==> config.mk <==
export PLATFORM = sky130hd
export DESIGN_NAME = pt_walker
export DESIGN_NICKNAME = d
export VERILOG_FILES = /design/src/rtl/pt_walker.sv
export SDC_FILE = /design/constraint.sdc
export NUM_CORES = 1
export LEC_CHECK = 0
export ABC_AREA = 1
export BUFFER_PORTS_ARGS = -buffer_cell sky130_fd_sc_hd__buf_4
export CAP_MARGIN = 20
export CELL_PAD_IN_SITES_DETAIL_PLACEMENT = 0
export CELL_PAD_IN_SITES_GLOBAL_PLACEMENT = 1
export CORE_AREA = 2 2 115 172
export DETAILED_ROUTE_END_ITERATION = 7
export DIE_AREA = 0 0 117 174
export GPL_TIMING_DRIVEN = 1
export PLACE_DENSITY = 0.84
export SLEW_MARGIN = 20
export SYNTH_ARGS = -nofsm -noshare
export SYNTH_HDL_FRONTEND = slang
export SYNTH_SLANG_ARGS = --single-unit
export TNS_END_PERCENT = 100
==> constraint.sdc <==
create_clock -name clk -period 2.2 [get_ports clk]
set_clock_uncertainty 0.2 [all_clocks]
set_input_delay 0.22 -clock clk [delete_from_list [all_inputs] [get_ports clk]]
set_output_delay 0.22 -clock clk [all_outputs]
set_load 0.005 [all_outputs]
==> src/rtl/pt_walker.sv <==
module pt_walker #(
  parameter int L1_BITS  = 10,
  parameter int L2_BITS  = 10,
  parameter int OFF_BITS = 12,
  parameter int PPN_W    = 20,
  parameter int VA_W     = L1_BITS + L2_BITS + OFF_BITS,
  parameter int ADDR_W   = PPN_W + OFF_BITS
) (
  input  logic                 clk,
  input  logic                 rst_n,
  input  logic                 req_valid,
  input  logic [VA_W-1:0]      req_vaddr,
  input  logic [2:0]           acc_kind,
  input  logic [ADDR_W-1:0]    pt_base,
  output logic                 busy,
  output logic                 mem_req_valid,
  output logic [ADDR_W-1:0]    mem_req_addr,
  input  logic                 mem_req_ready,
  input  logic                 mem_rsp_valid,
  input  logic [31:0]          mem_rsp_data,
  output logic                 walk_done,
  output logic                 walk_fault,
  output logic                 fault_is_prot,
  output logic [VA_W-OFF_BITS-1:0] tlb_vpn,
  output logic [31:0]          tlb_pte
);
  localparam int VBIT = 31;
  localparam int RTOP = 30;

  typedef enum logic [2:0] {IDLE, READ_L1, WAIT_L1, READ_L2, WAIT_L2, DONE} st_t;

  st_t                st;
  logic [VA_W-1:0]    va_q;
  logic [2:0]         acc_q;
  logic [ADDR_W-1:0]  base_q;
  logic [PPN_W-1:0]   frame_q;
  logic [31:0]        pte_q;
  logic               flt_q, prot_q;

  logic [L1_BITS-1:0] l1_idx;
  logic [L2_BITS-1:0] l2_idx;
  logic [ADDR_W-1:0]  addr_l1, addr_l2;
  logic               lacks_right;

  assign l1_idx  = va_q[VA_W-1 -: L1_BITS];
  assign l2_idx  = va_q[OFF_BITS +: L2_BITS];
  assign addr_l1 = base_q + {{(ADDR_W-L1_BITS-2){1'b0}}, l1_idx, 2'b00};
  assign addr_l2 = {frame_q, {OFF_BITS{1'b0}}} + {{(ADDR_W-L2_BITS-2){1'b0}}, l2_idx, 2'b00};
  assign lacks_right = |(acc_q & ~mem_rsp_data[RTOP -: 3]);

  assign busy          = (st != IDLE);
  assign mem_req_valid = (st == READ_L1) || (st == READ_L2);
  assign mem_req_addr  = (st == READ_L2) ? addr_l2 : addr_l1;
  assign walk_done     = (st == DONE) && !flt_q;
  assign walk_fault    = (st == DONE) && flt_q;
  assign fault_is_prot = walk_fault && prot_q;
  assign tlb_vpn       = va_q[VA_W-1:OFF_BITS];
  assign tlb_pte       = pte_q;

  always_ff @(posedge clk or negedge rst_n) begin
    if (!rst_n) begin
      st      <= IDLE;
      va_q    <= '0;
      acc_q   <= '0;
      base_q  <= '0;
      frame_q <= '0;
      pte_q   <= '0;
      flt_q   <= 1'b0;
      prot_q  <= 1'b0;
    end else begin
      unique case (st)
        IDLE: if (req_valid) begin
          va_q   <= req_vaddr;
          acc_q  <= acc_kind;
          base_q <= pt_base;
          flt_q  <= 1'b0;
          prot_q <= 1'b0;
          st     <= READ_L1;
        end
        READ_L1: if (mem_req_ready) st <= WAIT_L1;
        WAIT_L1: if (mem_rsp_valid) begin
          if (!mem_rsp_data[VBIT]) begin
            flt_q <= 1'b1;
            st    <= DONE;
          end else begin
            frame_q <= mem_rsp_data[PPN_W-1:0];
            st      <= READ_L2;
          end
        end
        READ_L2: if (mem_req_ready) st <= WAIT_L2;
        WAIT_L2: if (mem_rsp_valid) begin
          pte_q <= mem_rsp_data;
          if (!mem_rsp_data[VBIT]) begin
            flt_q <= 1'b1;
          end else if (lacks_right) begin
            flt_q  <= 1'b1;
            prot_q <= 1'b1;
          end
          st <= DONE;
        end
        DONE:    st <= IDLE;
        default: st <= IDLE;
      endcase
    end
  end
endmodule


## Word level (Yosys, flattened, before mapping)

Index checks and enable logic that the tools add are counted.

- Memories: 0
- Word-level logic and storage cells: 60
- RAM bits: 0
- ROM bits: 0
- Bits in latches: 0
- Output and inout bits: 89
- Register bits: 124
- Input bits: 104

- $lt $le $gt $ge: 0
- Div/mod/pow operators: 0
- Reductions and logical operators: 16
- Multiply operators: 0
- Bitwise operators: 2
- Shift-type cells: 0
- Equal/unequal tests: 14
- Multiplexer cells: 18
- Add/sub/neg operators: 2

Operator list:

| cell | number |
|---|---|
| 32-bit by 12-bit adder with 32-bit output | 2 |
| 32-bit two-way mux | 1 |
| 3-bit two-way mux | 6 |
| 2-bit != test, second input constant | 8 |
| 3-bit one-hot mux with 5 select lines | 1 |
| 5-bit AND reduction | 2 |
| 1-bit two-way mux | 8 |
| 3-bit by 2-bit equality test with 1-bit output, second input constant | 2 |
| 3-bit equality test, second input constant | 2 |
| 6-bit AND reduction | 1 |
| 3-bit nonzero test | 2 |
| 2-bit AND reduction | 2 |
| 3-bit AND | 1 |
| 3-bit by 1-bit equality test with 1-bit output, second input constant | 1 |
| 1-bit logical AND | 3 |
| 3-bit zero test | 1 |
| 3-bit != test, second input constant | 1 |
| 3-bit NOT | 1 |
| 1-bit one-hot mux with 3 select lines | 1 |
| 3-bit AND reduction | 1 |
| 3-bit OR reduction | 1 |
| 1-bit one-hot mux with 2 select lines | 1 |
| 2-bit nonzero test | 1 |
| 1-bit zero test | 1 |
| 1-bit logical OR | 1 |

## Longest topological paths before layout

Gate-level depths: netlist of run 1.

- Word-level depth: 7
- Gate-level depth with buffers: 13
- Gate-level depth less buffers: 13

## Least setup slack after synthesis of run 1

OpenSTA, ideal clock, no wires.

- Path type: register to output
- Start point: register va_q[22]
- End point: output port mem_req_addr[30]
- Data arrival time: 1767 ps
- Cell stages (with the launch flop): 12
- Path slack: 13 ps
- Buffers on the path: 0
- Required time: 1780 ps
- Cells stage by stage: dfrtp_1 -> ha_1 -> fa_1 -> nand3_1 -> nand3_1 -> nand3_1 -> nand3_2 -> nand2_1 -> nand2_1 -> nand2_1 -> nand2_1 -> nand2_1

- Cells in the longest elaborated chain, start to end: 2

RTL lines:

| element | line | RTL |
|---|---|---|
| from (decl) | 33 | `logic [VA_W-1:0] va_q;` |
| from (signal assigned) | 73 | `va_q <= req_vaddr;` |
| 32-bit by 12-bit adder with 32-bit output | 47 | `assign addr_l1 = base_q + {{(ADDR_W-L1_BITS-2){1'b0}}, l1_idx, 2'b00};` |
| 32-bit two-way mux | 53 | `assign mem_req_addr = (st == READ_L2) ? addr_l2 : addr_l1;` |
| to (decl) | 17 | `output logic [ADDR_W-1:0] mem_req_addr,` |

No other way between the ends.

## Worst setup path after layout of run 1

- Start point: register va_q[22]
- End point: output port mem_req_addr[24]

The elaborated chain is that of the path after synthesis.

==> results.md, run 1 <==
- Final Total Pwr: 0.0142 W
- Final Util: 52.8%
- Starting Density: 32.1%
- Syn Area/Cell: 7.31 um^2
- Row cnt: 62
- PortBufs: 180
- Failing checks: negative setup slack
- Final nets: 1254
- Routed wire length: 20000 um
- Initial DRC Count: 199
- Worst setup EP type: output pin
- CP required: 1.78 ns
- CTS Buf Count: 9
- Routability Congestion: 0.879
- Pre-antenna DRT Iters: 5
- DR vias: 6304
- Core area: 19000 um^2
- CP startpoint kind: register
- Global-route wire length before repair: 31900 um
- Tightest Pin Transition: 0.529 ns
- Sequential fraction of the synthesis area: 45.9%
- Tcrit/Tclk final: 120%
- Die area: 20400 um^2
- H-tree depth: 3
- Post-Syn Area: 6110 um^2
- Clock sink count: 112
- Slowest stage delay, CP: 0.40 ns
- Die width: 117 um
- Synth top area share: 45.9%
- Clock Tree Buf Depth: 2
- Leading area contributor after synthesis: dfrtp_1
- Vias in the first global route: 6413
- Highest-delay cell along the critical path: dfrtp_1
- Worst-path cell chain: ha_2 -> fa_2 -> nand3_2 -> nand3_4 -> nand2_2 -> nand2_4 -> nand3_2 -> nand2_1 -> nand2_1 -> nand2_1 -> nand2_2 -> nand2_1 -> buf_4
- Initial antenna violation count: 0
- Worst-path maximum fanout: 4
- FMAX: 378 MHz
- Outcome: complete, but fails checks
- Prevailing post-synth register cell: dfrtp_1
- Routed len/inst: 14.3 um
- Ys async rst share: 100%
- Min cycle time layout: 2.64 ns
- DRC: 0
- Most frequent cell after synthesis: nand2_1
- Clock transition at path regs: 0.08 ns
- Synth area leaders: dfrtp_1, nand2_1, inv_1, o21ai_0, nand3_1
- Post-synthesis cell count: 836
- Bufs and invs on worst path: 1
- Fill count: 1769
- Max IR drop VDD: 0.548 mV
- Synth cell types: 37
- Io pins: 193
- Number of synthesized register bits: 112
- Dpl hpwl: 13700 um
- Layout Area Growth over Synthesis: 64.1%
- Final setup violation count: 28
- EDFF count, synth: 0
- Synth warnings: 0
- Post-synth top cells: nand2_1, dfrtp_1, inv_1, o21ai_0, nand3_1
- Antenna Nets Post-Route: 0
- CP Class: register to output pin
- Crit-path leading delay family: simple AND/OR/NAND/NOR gates
- Leak: 5.24 nW
- Grt total ovfl: 0
- Root Buffer: clkbuf_16
- Slew Limit Fails: 0
- Vias/cell: 4.50
- Pwr Density: 1410 nW/um^2
- Crit path DAT: 2.22 ns
- Max_cap viols: 0
- Worst-Skew Late Latency: 0.36 ns
- ANT cells: 0
- Share of cells above drive strength 1: 35.1%
- Class of the worst hold path: input port to register
- Largest net degree at the start of global routing: 58
- Unrepaired setup endpoints after global routing: yes
- Placement Setup Slack: -0.208 ns
- Worst setup margin: -0.445 ns
- Global-route usage over all layers: 19.9%
- Rel. slew slack: 64.7%
- Hold Vio Cnt, Final: 0
- Synthesized Nets: 951
- Most frequent CP cell: nand2_1
- Die Span Y: 174 um
- CTS tree: built
-- area by class of cell --
| class | instances | area (um^2) | share of cell area, % |
|---|---|---|---|
| Timing Repair Buffer | 329 | 2830 | 28.2 |
| Tap cell | 256 | 320 | 3.19 |
| Multi-Input combinational cell | 598 | 3410 | 34.0 |
| Clock buffer | 10 | 229 | 2.28 |
| Clock inverter | 6 | 88.8 | 0.886 |
| Sequential cell | 112 | 2810 | 28.0 |
| Inverter | 89 | 342 | 3.41 |
-- routing by layer --
layer	vias to the layer above	wire length, um	part of all wire, %	GRT usage (%)
met3	30	800	4.0	3.38
met4	0	464	2.3	6.57
met1	2932	7970	40	24.3
li1	3196	-	-	-
met2	146	10800	54	35.0
met5	-	0	0	0
-- sequential cells by signal, indices dropped and copies added (netlist names) --
signal / cells
base_q: 32
acc_q: 3
prot_q: 1
va_q: 20
tlb_pte: 32
flt_q: 1
st: 3
frame_q: 20
-- path summary, 6_finish.rpt --
path,start,depth (start not counted),slack [ns],endpoint
worst max-delay path,va_q[22]$_DFFE_PN0P_,13,-0.44,mem_req_addr[24]
worst max register to register,st[1]$_DFFE_PN0P_,7,0.40,prot_q$_DFFE_PN0P_
min in group asynchronous,rst_n,2,0.09,tlb_pte[26]$_DFFE_PN0P_
max in group asynchronous,rst_n,3,1.06,va_q[23]$_DFFE_PN0P_
worst min-delay path,mem_rsp_valid,4,0.07,st[2]$_DFFE_PN0P_
worst min register to register,tlb_pte[23]$_DFFE_PN0P_,2,0.28,tlb_pte[23]$_DFFE_PN0P_
-- where the power goes --
part           switching [W]  internal [W]  leakage, nW
Sequential          0.000850       0.00302         1.39
Combinational        0.00420       0.00435         3.69
Clock               0.000847      0.000916        0.153
-- what timing repair did --
item / CTS / global route
hold endpoints to repair: 221 / 0
endpoints found under the setup margin: 28 / 32
gates resized for setup: 126 / 65
pin swaps: 40 / 40
setup buffers: 9 / 7
hold buffers: 89 / 0
-- logic make-up (layout without fill, tap and decap cells) --
logic type | Yosys count | in the layout | share of synthesized area (%)
xor+xnor | 8 | 8 | 1.15
simple gates | 491 | 491 | 33.3
compound gates | 88 | 88 | 7.80
flops | 112 | 112 | 45.9
buf+inv | 126 | 434 | 9.46
fa+ha+maj | 11 | 11 | 2.38
-- worst register-to-register path, stage by stage, from the launching register on --
cell	delay, ns
dfrtp_1	0.50
nor2_4	0.18
nand2_4	0.10
nor2_8	0.17
inv_4	0.22
o21ai_2	0.18
nand2_1	0.08
a21oi_2	0.11
-- stage by stage --
step	setup TNS (ns)	hold slack, ns	instances	instance area (um^2)
2_1_floorplan	0	-0.276	836	6110
3_3_place_gp	-2.58	-0.0604	1280	7900
3_5_place_dp	-2.73	-0.0557	1280	7900
4_1_cts	-8.70	0.0665	1394	9740
5_1_grt	-12.50	0.116	1400	10000
6_report	-9.67	0.0736	1400	10000
-- cells in the final DEF, fill, tap and decap left out, types with 3 or more instances in the layout --
| master | netlist | routed |
|---|---|---|
| buf_4 | 11 | 213 |
| dfrtp_1 | 112 | 108 |
| nor3_1 | 9 | 7 |
| nor2_2 | 5 | 7 |
| xnor2_2 | 0 | 6 |
| buf_12 | 0 | 4 |
| dfrtp_2 | 0 | 4 |
| nand3_1 | 51 | 35 |
| inv_4 | 1 | 3 |
| o21ai_0 | 56 | 50 |
| nand3b_1 | 3 | 3 |
| dlygate4sd3_1 | 0 | 89 |
| nand2_2 | 3 | 37 |
| ha_4 | 0 | 9 |
| nor2_4 | 1 | 8 |
| inv_2 | 4 | 10 |
| o21ai_1 | 13 | 19 |
| o21ai_2 | 6 | 6 |
| nand2_4 | 1 | 20 |
| nand4_1 | 5 | 5 |
| buf_6 | 6 | 23 |
| nand2_1 | 371 | 316 |
| nor2_1 | 31 | 22 |
| inv_1 | 84 | 76 |
| nand3_4 | 0 | 7 |
| clkbuf_16 | 0 | 9 |
| a21oi_1 | 8 | 6 |
| nand3_2 | 5 | 14 |
Power figures use the tool's default switching activity.
==> run 2, diff against run 1 <==
--- a/config.mk
+++ b/config.mk
@@ -8,13 +8,11 @@
 export ABC_AREA = 1
 export BUFFER_PORTS_ARGS = -buffer_cell sky130_fd_sc_hd__buf_4
 export CAP_MARGIN = 20
-export CELL_PAD_IN_SITES_DETAIL_PLACEMENT = 0
-export CELL_PAD_IN_SITES_GLOBAL_PLACEMENT = 1
-export CORE_AREA = 2 2 115 172
+export CORE_AREA = 2 2 99 148
 export DETAILED_ROUTE_END_ITERATION = 7
-export DIE_AREA = 0 0 117 174
+export DIE_AREA = 0 0 101 150
 export GPL_TIMING_DRIVEN = 1
-export PLACE_DENSITY = 0.84
+export PLACE_DENSITY = 0.81
 export SLEW_MARGIN = 20
 export SYNTH_ARGS = -nofsm -noshare
 export SYNTH_HDL_FRONTEND = slang
==> run 2 against run 1 <==
Against the previous run: the run still ends with negative setup slack left; non-clock buffer count shrank 4; via count grew 7.1%; critical path type unchanged; utilization grew 17 points; register-to-register slack gained 0.04 ns; global-route usage grew 8.0 points; wire length grew 7.8%; cell area shrank 3.2%.
==> results.md, run 2 (synthesis results as in run 1) <==
- Outcome: complete, but fails checks (unchanged)
- Failing checks: negative setup slack (unchanged)
- Final setup violation count: 29 (was 28)
- Non-filler cells, final: 1305 (was 1400)
- Io pins: 193 (unchanged)
- Rel. slew slack: 65.5% (was 64.7%)
- Reg-to-Reg End: va_q[22]$_DFFE_PN0P_ (was prot_q$_DFFE_PN0P_)
- Clock Tree Buf Depth: 2 (unchanged)
- DRC: 0 (unchanged)
- Slowest stage delay, CP: 0.42 ns (was 0.40 ns)
- Layout Area Growth over Synthesis: 58.8% (was 64.1%)
- Die Span Y: 150 um (was 174 um)
- Vias/cell: 5.17 (was 4.50)
- Leak: 5.14 nW (was 5.24 nW)
- Global-route wire length before repair: 33400 um (was 31900 um)
- Bufs and invs on worst path: 1 (unchanged)
- Tcrit/Tclk final: 126% (was 120%)
- Pre-antenna DRT Iters: 7 (was 5)
- Routed wire length: 21600 um (was 20000 um)
- Worst-Skew Late Latency: 0.35 ns (was 0.36 ns)
- Die area: 15200 um^2 (was 20400 um^2)
- Worst setup EP type: output pin (unchanged)
- CTS tree: built (unchanged)
- Class of the worst hold path: input port to register (unchanged)
- DP Cell Count: 1189 (was 1280)
- ANT cells: 0 (unchanged)
- H-tree depth: 3 (unchanged)
- Largest net degree at the start of global routing: 58 (unchanged)
- Tightest Pin Transition: 0.517 ns (was 0.529 ns)
- Initial antenna violation count: 0 (unchanged)
- Worst-path maximum fanout: 4 (unchanged)
- Commonest non-fill, non-tap cell in the layout: nand2_1 (unchanged)
- Core area: 13900 um^2 (was 19000 um^2)
- Root Buffer: clkbuf_16 (unchanged)
- Highest-delay cell along the critical path: fa_2 (was dfrtp_1)
- Routed len/inst: 16.5 um (was 14.3 um)
- Max IR drop VDD: 0.709 mV (was 0.548 mV)
- Worst-path cell chain: ha_2 -> fa_2 -> nand3_4 -> nand3_4 -> nand2_4 -> nand2_4 -> nand3_4 -> nand2_2 -> nand2_2 -> nand2_2 -> nand2_2 -> nand2_2 -> buf_6 (was ha_2 -> fa_2 -> nand3_2 -> nand3_4 -> nand2_2 -> nand2_4 -> nand3_2 -> nand2_1 -> nand2_1 -> nand2_1 -> nand2_2 -> nand2_1 -> buf_4)
- Setup slack, reg-to-reg: 0.44 ns (was 0.40 ns)
- Starting Density: 43.9% (was 32.1%)
- Crit path DAT: 2.35 ns (was 2.22 ns)
- Unrepaired setup endpoints after global routing: yes (unchanged)
- Routability Congestion: 0.921 (was 0.879)
- Crit-path leading delay family: simple AND/OR/NAND/NOR gates (unchanged)
- Initial DRC Count: 516 (was 199)
- Worst setup margin: -0.567 ns (was -0.445 ns)
- Max_cap viols: 0 (unchanged)
- Row cnt: 53 (was 62)
- Min cycle time layout: 2.77 ns (was 2.64 ns)
- Clock transition at path regs: 0.09 ns (was 0.08 ns)
- Slew Limit Fails: 0 (unchanged)
- Grt total ovfl: 0 (unchanged)
- CP required: 1.78 ns (about the same)
- Global-route usage over all layers: 28.0% (was 19.9%)
- PortBufs: 180 (unchanged)
- Instance count on the critical path: 13 (unchanged)
- Vias in the first global route: 6741 (was 6413)
- Die width: 101 um (was 117 um)
- Most frequent CP cell: nand2_2 (was nand2_1)
- DR vias: 6752 (was 6304)
- Critical Path End: mem_req_addr[24] (unchanged)
- FMAX: 361 MHz (was 378 MHz)
- Most frequent cells in the layout: nand2_1, buf_4, dfrtp_1, dlygate4sd3_1, inv_1 (unchanged)
- Reg2reg start: st[1]$_DFFE_PN0P_ (unchanged)
- Worst hold slack: 0.0245 ns (was 0.0736 ns)
- Share of cells above drive strength 1: 33.1% (was 35.1%)
- Hold Vio Cnt, Final: 0 (unchanged)
- CP startpoint kind: register (unchanged)
- Antenna Nets Post-Route: 0 (unchanged)
- Dpl hpwl: 13000 um (was 13700 um)
- Pwr Density: 1410 nW/um^2 (about the same)
- Final nets: 1250 (was 1254)
- CTS Buf Count: 9 (unchanged)
- Worst Reg-to-Reg Cells: 6 (was 7)
- CP Class: register to output pin (unchanged)
- Clock sink count: 112 (unchanged)
- CP startpoint: va_q[22]$_DFFE_PN0P_ (unchanged)
==> run 2: layout make-up <==
class / count / area (um^2)
Timing Repair Buffer: 325 / 2770
Multi-Input combinational cell: 598 / 3290
Clock buffer: 10 / 239
Fill cell: 992 / 4220
Inverter: 89 / 339
Sequential cell: 112 / 2810
Clock inverter: 6 / 58.8
Tap cell: 165 / 206
==> run 2: worst min-delay path by stage <==
stage / from / end / slack (ns) / cells past startpoint
global placement: rst_n / va_q[25]$_DFFE_PN0P_ / 0.002 / 1
CTS: req_valid / st[0]$_DFFE_PN0P_ / 0.02 / 3
floorplan: rst_n / acc_q[0]$_DFFE_PN0P_ / -0.28 / 0
global route: req_valid / st[0]$_DFFE_PN0P_ / 0.04 / 3
detailed placement: rst_n / va_q[25]$_DFFE_PN0P_ / 0.01 / 1
finish: req_valid / st[0]$_DFFE_PN0P_ / 0.02 / 3
==> run 2: timing repair <==
| item | in CTS | in global routing |
|---|---|---|
| hold endpoints to repair | 142 | 0 |
| resized for setup | 95 | 51 |
| pin swaps | 25 | 34 |
| hold buffers | 88 | 0 |
| endpoints found under the setup margin | 28 | 31 |
| setup buffers | 6 | 6 |
==> run 2: tightest hold or removal path: cells and delay by family <==
| family | cells | cell delay [ns] |
|---|---|---|
| AO/OA/AOI/OAI | 2 | 0.21 |
| buffers and inverters | 1 | 0.10 |
==> run 2: through the flow <==
stage	TNS (ns)	util, %	total power [W]	area (um^2)	setup WS (ns)
after floorplan	0	-	0.00681	6110	0.0127
after global placement	-1.48	56.1	0.00987	7810	-0.166
after detailed placement	-2.15	56.1	0.0100	7810	-0.236
after CTS	-8.75	68.0	0.0128	9460	-0.414
after global routing	-14.25	69.7	0.0145	9700	-0.632
final	-12.13	69.7	0.0137	9700	-0.567
==> run 2: per-layer routing <==
layer	wire [um]	track usage, %	up-vias	share of wire, %
li1	-	-	3193	-
met1	8040	32.7	3158	37
met2	11300	49.9	313	52
met3	1110	3.41	88	5.1
met4	1160	13.6	0	5.4
met5	0	0	-	0
==> run 2: where the power goes <==
part | internal, W | total, W | switching [W]
registers | 0.00302 | 0.00388 | 0.000866
logic | 0.00398 | 0.00818 | 0.00420
clock network | 0.000828 | 0.00166 | 0.000829
total | 0.00782 | 0.0137 | 0.00589
==> run 3, diff against run 2 <==
--- a/config.mk
+++ b/config.mk
@@ -8,11 +8,12 @@
 export ABC_AREA = 1
 export BUFFER_PORTS_ARGS = -buffer_cell sky130_fd_sc_hd__buf_4
 export CAP_MARGIN = 20
-export CORE_AREA = 2 2 99 148
+export CORE_AREA = 2 2 94 141
 export DETAILED_ROUTE_END_ITERATION = 7
-export DIE_AREA = 0 0 101 150
+export DIE_AREA = 0 0 96 143
 export GPL_TIMING_DRIVEN = 1
-export PLACE_DENSITY = 0.81
+export PLACE_DENSITY = 0.85
+export REMOVE_ABC_BUFFERS = 1
 export SLEW_MARGIN = 20
 export SYNTH_ARGS = -nofsm -noshare
 export SYNTH_HDL_FRONTEND = slang
==> constraint.sdc (replaced) <==
create_clock -name clk -period 2.7 [get_ports clk]
set_clock_uncertainty 0.2 [all_clocks]
set_input_delay 0.27 -clock clk [delete_from_list [all_inputs] [get_ports clk]]
set_output_delay 0.27 -clock clk [all_outputs]
set_load 0.005 [all_outputs]
==> run 3 against run 2 <==
Against the previous run: the run now ends clean; critical path depth fell by 2; highest routed layer unchanged; clock power fell by 17%; hold slack worse by 0.014 ns; critical endpoint is now mem_req_addr[12].
==> results.md, run 3 (synthesis results as in run 1) <==
- DR vias: 6331 (was 6752)
- Die width: 96 um (was 101 um)
- Class of the worst hold path: input port to register (unchanged)
- Initial antenna violation count: 0 (unchanged)
- Final nets: 1205 (was 1250)
- CP Class: register to output pin (unchanged)
- CP required: 2.23 ns (was 1.78 ns)
- Non-filler cells, final: 1250 (was 1305)
- Routability Congestion: 0.913 (was 0.921)
- Hold Vio Cnt, Final: 0 (unchanged)
- Highest-delay cell along the critical path: dfrtp_1 (was fa_2)
- Pwr Density: 1090 nW/um^2 (was 1410 nW/um^2)
- DRC: 0 (unchanged)
- Antenna Nets Post-Route: 0 (unchanged)
- WL met2: 10200 um (was 11300 um)
- Unrepaired setup endpoints after global routing: yes (unchanged)
- Rel. slew slack: 62.6% (was 65.5%)
- Pre-antenna DRT Iters: 5 (was 7)
- Slew Limit Fails: 0 (unchanged)
- Outcome: finished, final reports clean (was complete, but fails checks)
- Leak: 4.78 nW (was 5.14 nW)
- Core area: 12400 um^2 (was 13900 um^2)
- Worst-Skew Late Latency: 0.35 ns (about the same)
- Reg2reg start: st[1]$_DFFE_PN0P_ (unchanged)
- Clock transition at path regs: 0.07 ns (was 0.09 ns)
- ANT cells: 0 (unchanged)
- PortBufs: 180 (unchanged)
- Area of the multi-input gates: 3000 um^2 (was 3290 um^2)
- Min cycle time layout: 2.66 ns
- Sequential cell area: 2810 um^2 (about the same)
- Tightest Pin Transition: 0.562 ns (was 0.517 ns)
- Die Span Y: 143 um (was 150 um)
- Io pins: 193 (unchanged)
- Routed wl met3: 800 um (was 1110 um)
- Clock Tree Buf Depth: 2 (unchanged)
- Share of cells above drive strength 1: 26.0% (was 33.1%)
- Vias in the first global route: 6377 (was 6741)
- Layout Area Growth over Synthesis: 46.8% (was 58.8%)
- Global-route wire length before repair: 29300 um (was 33400 um)
- Initial DRC Count: 321 (was 516)
- H-tree depth: 3 (unchanged)
- Root Buffer: clkbuf_16 (unchanged)
- Clock sink count: 112 (unchanged)
- Crit path DAT: 2.19 ns (was 2.35 ns)
- Setup TNS: 0 ns (was -12.13 ns)
- Dpl hpwl: 12200 um (was 13000 um)
- Tcrit/Tclk final: 98.7%
- Max Used Layer: met4 (unchanged)
- Global-route usage over all layers: 27.2% (was 28.0%)
- Starting Density: 49.1% (was 43.9%)
- Routed wire length: 18700 um (was 21600 um)
- Final setup violation count: 0 (was 29)
- CTS Buf Count: 9 (unchanged)
- Worst setup EP type: output pin (unchanged)
- Worst-path maximum fanout: 7 (was 4)
- Row cnt: 50 (was 53)
- Largest net degree at the start of global routing: 58 (unchanged)
- Routed len/inst: 15.0 um (was 16.5 um)
- FMAX: 375 MHz
- Max IR drop VDD: 0.578 mV (was 0.709 mV)
- CP startpoint kind: register (unchanged)
- CP startpoint: va_q[26]$_DFFE_PN0P_ (was va_q[22]$_DFFE_PN0P_)
- CTS tree: built (unchanged)
- Most frequent CP cell: nand2_1 (was nand2_2)
- Vias/cell: 5.06 (was 5.17)
- Commonest non-fill, non-tap cell in the layout: nand2_1 (unchanged)
- M1 WL: 6830 um (was 8040 um)
- Min-delay src: mem_rsp_data[10] (was req_valid)
- Fill count: 889 (was 992)
- Max_cap viols: 0 (unchanged)
- DP Cell Count: 1142 (was 1189)
- Grt total ovfl: 0 (unchanged)
- Die area: 13700 um^2 (was 15200 um^2)
- Most frequent cells in the layout: nand2_1, buf_4, dfrtp_1, inv_1, dlygate4sd3_1 (was nand2_1, buf_4, dfrtp_1, dlygate4sd3_1, inv_1)
- Slowest stage delay, CP: 0.44 ns (was 0.42 ns)
- Worst-path cell chain: ha_4 -> nand2_1 -> inv_1 -> nand2_1 -> nand2_1 -> nand2_1 -> nand3_4 -> or2_0 -> nand3_1 -> nand2_1 -> buf_4 (was ha_2 -> fa_2 -> nand3_4 -> nand3_4 -> nand2_4 -> nand2_4 -> nand3_4 -> nand2_2 -> nand2_2 -> nand2_2 -> nand2_2 -> nand2_2 -> buf_6)
-- run 3: cell types whose count changed in the layout (fill, tap and decap cells not counted), moves of 5 or more --
cell,change
nand2_4,-12
dlygate4sd3_1,-5
o21ai_0,+5
nand2_2,-17
nand2_1,+30
buf_6,-14
nand3_1,+6
buf_4,-23
-- run 3: final cells by class --
cell class / count / share of cell area [%]
repair buffers: 280 / 25.9
clock buffers: 10 / 2.66
inverters: 89 / 3.78
flip-flops and latches: 112 / 31.3
clock inverters: 5 / 0.739
multi-input cells: 598 / 33.4
well taps: 156 / 2.18
-- run 3: timing repair --
item / in CTS / in global routing
setup buffers: 4 / 6
hold buffers: 83 / 0
endpoints found under the setup margin: 16 / 25
pin swaps: 2 / 7
gates resized for setup: 14 / 40
hold endpoints to repair: 125 / 0
-- run 3: stage by stage --
| stage | power [W] | util [%] | worst slack, ns | hold slack, ns | cell area, um^2 |
|---|---|---|---|---|---|
| after floorplan | 0.00536 | - | 0.392 | -0.226 | 5870 |
| final | 0.00978 | 72.0 | 0.0357 | 0.0109 | 8970 |
| after global placement | 0.00745 | 60.1 | 0.148 | 0.0942 | 7480 |
| after CTS | 0.00930 | 70.3 | 0.00437 | 0.00443 | 8750 |
| after detailed placement | 0.00760 | 60.1 | 0.0859 | 0.101 | 7480 |
| after global routing | 0.0105 | 72.0 | -0.0680 | 0.0114 | 8970 |
-- run 3: worst paths after layout --
check	endpoint	cells after the start	slack, ns
hold reg to reg	tlb_pte[20]$_DFFE_PN0P_	2	0.28
setup reg to reg	prot_q$_DFFE_PN0P_	7	0.90
min in group asynchronous	flt_q$_DFFE_PN0P_	2	0.27
hold / removal	frame_q[10]$_DFFE_PN0P_	3	0.01
max in group asynchronous	va_q[28]$_DFFE_PN0P_	3	1.25
setup / recovery	mem_req_addr[12]	11	0.04
-- run 3: layer usage --
layer | track usage [%] | vias to the layer above
li1 | - | 3090
met1 | 30.3 | 2962
met2 | 48.6 | 217
met3 | 4.12 | 62
met4 | 14.5 | 0
met5 | 0 | -
-- run 3: critical path: cells and delay by family (launching register included) --
kind | cells | cell delay, ns
flip-flops | 1 | 0.44
adder cells (fa/ha/maj) | 1 | 0.29
AND/OR/NAND/NOR | 8 | 0.90
buffers and inverters | 2 | 0.23
-- run 3: power by group --
part	switching, W	leakage [nW]	total [W]	internal [W]
clock network	0.000617	0.147	0.00137	0.000750
logic	0.00272	3.24	0.00523	0.00251
registers	0.000722	1.39	0.00318	0.00246
total	0.00406	4.78	0.00978	0.00572
